File: config.mk
export PLATFORM = sky130hd
export DESIGN_NAME = mcast_addr_filter
export DESIGN_NICKNAME = d
export VERILOG_FILES = /design/src/rtl/mcast_addr_filter.sv
export SDC_FILE = /design/constraint.sdc
export NUM_CORES = 1
export LEC_CHECK = 0
export BUFFER_PORTS_ARGS = -buffer_cell sky130_fd_sc_hd__buf_2
export CORE_MARGIN = 3
export CORE_UTILIZATION = 35
export DETAILED_ROUTE_END_ITERATION = 6
export SKIP_CTS_REPAIR_TIMING = 1
export SLEW_MARGIN = 10
export SYNTH_ARGS = -nofsm -noshare
export SYNTH_HDL_FRONTEND = slang
export SYNTH_SLANG_ARGS = --single-unit
File: constraint.sdc
create_clock -name clk -period 2.6 [get_ports clk]
set_input_delay 0.26 -clock clk [delete_from_list [all_inputs] [get_ports clk]]
set_output_delay 0.26 -clock clk [all_outputs]
set_load 0.02 [all_outputs]
File: src/rtl/mcast_addr_filter.sv
module mcast_addr_filter #(
  parameter logic [31:0] CRC_POLY = 32'h04C11DB7,
  parameter int          ADDR_LEN = 6
) (
  input  logic        clk,
  input  logic        rst_n,
  input  logic        cfg_we,
  input  logic [1:0]  cfg_sel,
  input  logic [31:0] cfg_wdata,
  input  logic        promisc_en,
  input  logic        addr_start,
  input  logic        byte_valid,
  input  logic [7:0]  byte_data,
  output logic        decision_valid,
  output logic        accept,
  output logic [5:0]  hash_index
);

  localparam int CW = $clog2(ADDR_LEN + 1);
  localparam logic [CW-1:0] LAST_CNT = CW'(ADDR_LEN - 1);
  localparam logic [CW-1:0] FULL_CNT = CW'(ADDR_LEN);
  localparam int AW = 8 * ADDR_LEN;

  function automatic logic [31:0] crc_byte(input logic [31:0] c, input logic [7:0] d);
    logic [31:0] r;
    logic        fb;
    r = c;
    for (int i = 0; i < 8; i++) begin
      fb = r[31] ^ d[i];
      r  = {r[30:0], 1'b0};
      if (fb) r = r ^ CRC_POLY;
    end
    return r;
  endfunction

  logic [31:0]   crc_q, sta_hi_q, hash_hi_q, hash_lo_q;
  logic [15:0]   sta_lo_q;
  logic [AW-9:0] addr_q;
  logic [CW-1:0] cnt_q;

  wire          mid_addr = (cnt_q != '0) && (cnt_q < FULL_CNT);
  wire          take     = byte_valid & (addr_start | mid_addr);
  wire          last     = byte_valid & ~addr_start & (cnt_q == LAST_CNT);
  wire [31:0]   crc_nx   = crc_byte(addr_start ? 32'hFFFF_FFFF : crc_q, byte_data);
  wire [AW-1:0] full     = {addr_q, byte_data};
  wire [4:0]    bit_sel  = {crc_nx[1], crc_nx[2], crc_nx[3], crc_nx[4], crc_nx[5]};
  wire [31:0]   half     = crc_nx[0] ? hash_hi_q : hash_lo_q;
  wire          grp_hit  = half[bit_sel];
  wire          sta_hit  = full == {sta_hi_q, sta_lo_q};
  wire          is_group = full[AW-8];
  wire          verdict  = promisc_en | (is_group ? grp_hit : sta_hit);

  always_ff @(posedge clk) begin
    if (!rst_n) begin
      crc_q  <= '1;
      addr_q <= '0;
      cnt_q  <= '0;
    end else if (take) begin
      crc_q  <= crc_nx;
      addr_q <= addr_start ? {{(AW-16){1'b0}}, byte_data} : {addr_q[AW-17:0], byte_data};
      cnt_q  <= addr_start ? CW'(1) : cnt_q + CW'(1);
    end
  end

  always_ff @(posedge clk) begin
    if (!rst_n) begin
      sta_hi_q  <= '0;
      sta_lo_q  <= '0;
      hash_hi_q <= '0;
      hash_lo_q <= '0;
    end else if (cfg_we) begin
      case (cfg_sel)
        2'd0: sta_hi_q  <= cfg_wdata;
        2'd1: sta_lo_q  <= cfg_wdata[31:16];
        2'd2: hash_hi_q <= cfg_wdata;
        default: hash_lo_q <= cfg_wdata;
      endcase
    end
  end

  always_ff @(posedge clk) begin
    if (!rst_n) begin
      decision_valid <= 1'b0;
      accept         <= 1'b0;
      hash_index     <= '0;
    end else begin
      decision_valid <= last;
      accept         <= last & verdict;
      if (last) hash_index <= {crc_nx[0], bit_sel};
    end
  end

endmodule

==> impl_metrics.ini <==
[logic_synthesis]
synth_edf_count = 0
synth_top_area_share_pct = 41.5
synth-async-reset-ratio_pct = 0
yosys_warnings = 0
synth_area_um2 = 9400
syn_area_per_cell_um2 = 8.74
synth_area_leaders = dfxtp_1, nand2_1, a21boi_0
synth_top_area_cell = dfxtp_1
post_synth_num_cell_types = 59
yosysSeqAreaShare_pct = 41.5
ys_ff_latch = 195
synth_fp_nets = 1127
synthCells = 1076
yosys_most_used_dff = dfxtp_1

[setup_path]
critPathArrivalTime_ns = 3.08
crit_required_ns = 2.91
endpoint_kind = flop
path_class = flop to flop
start_kind = flop
path_max_fanout = 6

[floorplanning]
ios = 56
die_area_um2 = 28900
start_util_pct = 35.9
row_count = 59
die_h_um = 170
die_w_um = 170
core_area_um2 = 26200

[clock_tree]
cts_buffers = 17
cts_tree = built
htree_levels = 4
cts-root-buf = clkbuf_16
cts_buffer_depth = 2
clkTransAtPathRegs_ns = 0.08
clock-sinks = 195
clock_latency_ns = 0.45

[detailed_routing]
vias_per_cell = 5.05
routedWlPerCell_um = 17.6
dr.pass1.iters = 5
ant_nets = 0
wl_um = 26000
drt_drc_violations_left = 0
drtIter0Drc = 531
route.vias.total = 7472

[cells_and_area]
syn_to_final_growth_pct = 15.9
drive_gt1_share_pct = 15.6
n_fill_cell = 2577
multi_input_area_um2 = 5150
antenna_cells = 0
layout.nets = 1183
layout_commonest_cell = nand2_1
regArea_um2 = 3910
final_cell_mix = nand2_1, dfxtp_1, a21boi_0, xnor2_1, buf_4

[run_status]
outcome = complete, but fails checks
violations = setup timing

[timing]
final.setup.tns_ns = -0.174
setup_viol = 1
clock.fmax_mhz = 360
tightest_slew_ns = 0.788
hold_viol = 0
clock_skew_ns = 0.0149
layout_setup_ws_ns = -0.174
post-route-period-util_pct = 107
maxSlewViolCount = 0
slew_headroom_pct = 47.2
min_period_ns = 2.77
rsz0062_at_grt = yes

[global_route]
grt_pass1_vias = 7147
grt_util_all_layers_pct = 18.3
grt.overflow.total = 0
grt_antenna_before_repair = 1
grt_pass1_wl_um = 41000
grt_start_max_net_pins = 156

[power_and_ir_drop]
power_mw = 8.00
p_leak_nw = 4.05
p_per_area_nw_per_um2 = 735
peakVddDrop_mv = 0.399

[placement]
gp_congestion = 0.869
post-dp-hpwl_um = 18000
io_buffer_count = 55

[job]
max-cap-violations = 0

[min_path]
holdCritPathClass = input port to flop
[path summary, 6_finish.rpt]
path / start / to / slack, ns / cells after the start
max: crc_q[25] / accept / -0.17 / 9
max reg2reg: crc_q[25] / accept / -0.17 / 9
min: cfg_wdata[1] / hash_lo_q[1] / 0.09 / 3
min reg2reg: hash_lo_q[24] / hash_lo_q[24] / 0.47 / 2
[cell usage after synthesis (3+ instances only)]
cell / number
inv_1: 11
mux2i_1: 20
buf_1: 5
dfxtp_1: 195
a22oi_1: 33
o21ai_0: 3
nand4_1: 7
mux4_1: 3
nand2_1: 289
buf_6: 4
nor2_1: 38
mux4_2: 4
nand3_1: 6
and3_1: 5
clkbuf_1: 64
buf_2: 4
nor2b_1: 37
a2111oi_0: 4
ha_1: 3
a21oi_1: 5
xor2_1: 35
o211ai_1: 32
xnor2_1: 93
and2_1: 3
o22ai_1: 3
nor4_1: 7
a21boi_0: 120
[kinds of logic (layout without fill, tap and decap cells)]
family / count (synthesis) / in the layout / share of synthesized area [%]
AO/OA/AOI/OAI: 218 / 218 / 17.5
XOR/XNOR: 137 / 137 / 14.1
multiplexers: 29 / 29 / 4.17
flip-flops: 195 / 195 / 41.5
AND/OR/NAND/NOR: 404 / 404 / 18.3
adder cells (fa/ha/maj): 3 / 3 / 0.399
buffers and inverters: 90 / 159 / 4.05
[metrics by stage]
stage	instance area [um^2]	std cells	worst slack, ns	utilization [%]	hold WS (ns)
finish	10900	1480	-0.174	41.6	0.0944
global route	10900	1480	-0.250	41.6	0.0861
CTS	10900	1480	-0.169	41.5	0.0831
detailed placement	10300	1448	-0.232	39.3	0.458
global placement	10300	1448	-0.153	39.3	0.452
floorplan	9410	1076	-0.113	-	0.402
[critical path: stages (launching register included)]
cell	delay [ns]
dfxtp_2	0.34
xnor2_2	0.20
nor2_4	0.06
xnor3_2	0.38
xnor3_2	0.41
mux4_2	0.54
mux2_2	0.29
o2111ai_2	0.18
o21bai_2	0.14
a32oi_1	0.10
[cell type report]
| type | instances | share of cell area (%) |
|---|---|---|
| multi-input combinational | 791 | 47.3 |
| tap | 335 | 3.85 |
| inverter | 11 | 0.379 |
| clock inverter | 14 | 1.30 |
| timing repair buffer | 116 | 7.28 |
| clock buffer | 18 | 4.03 |
| sequential | 195 | 35.9 |
[per-layer routing]
layer | global-route usage [%] | part of all wire (%) | vias to the layer above | wire (um)
met3 | 3.14 | 4.9 | 30 | 1270
li1 | - | - | 3708 | -
met2 | 28.1 | 45 | 197 | 11700
met5 | 0 | 0.050 | - | 13
met4 | 5.30 | 1.8 | 2 | 473
met1 | 26.4 | 48 | 3535 | 12600
[registers in the layout, summed over array words and instances (netlist names)]
register        cells
hash_hi_q          32
hash_index          6
accept              1
crc_q              32
sta_hi_q           32
cnt_q               3
decision_valid      1
hash_lo_q          32
sta_lo_q           16
addr_q             40
[power by group]
part | switching, mW | total [mW] | internal [mW]
Combinational | 1.15 | 2.16 | 1.01
Sequential | 0.0928 | 3.21 | 3.12
Clock | 1.32 | 2.62 | 1.30
(Power assumes the default switching activity.)
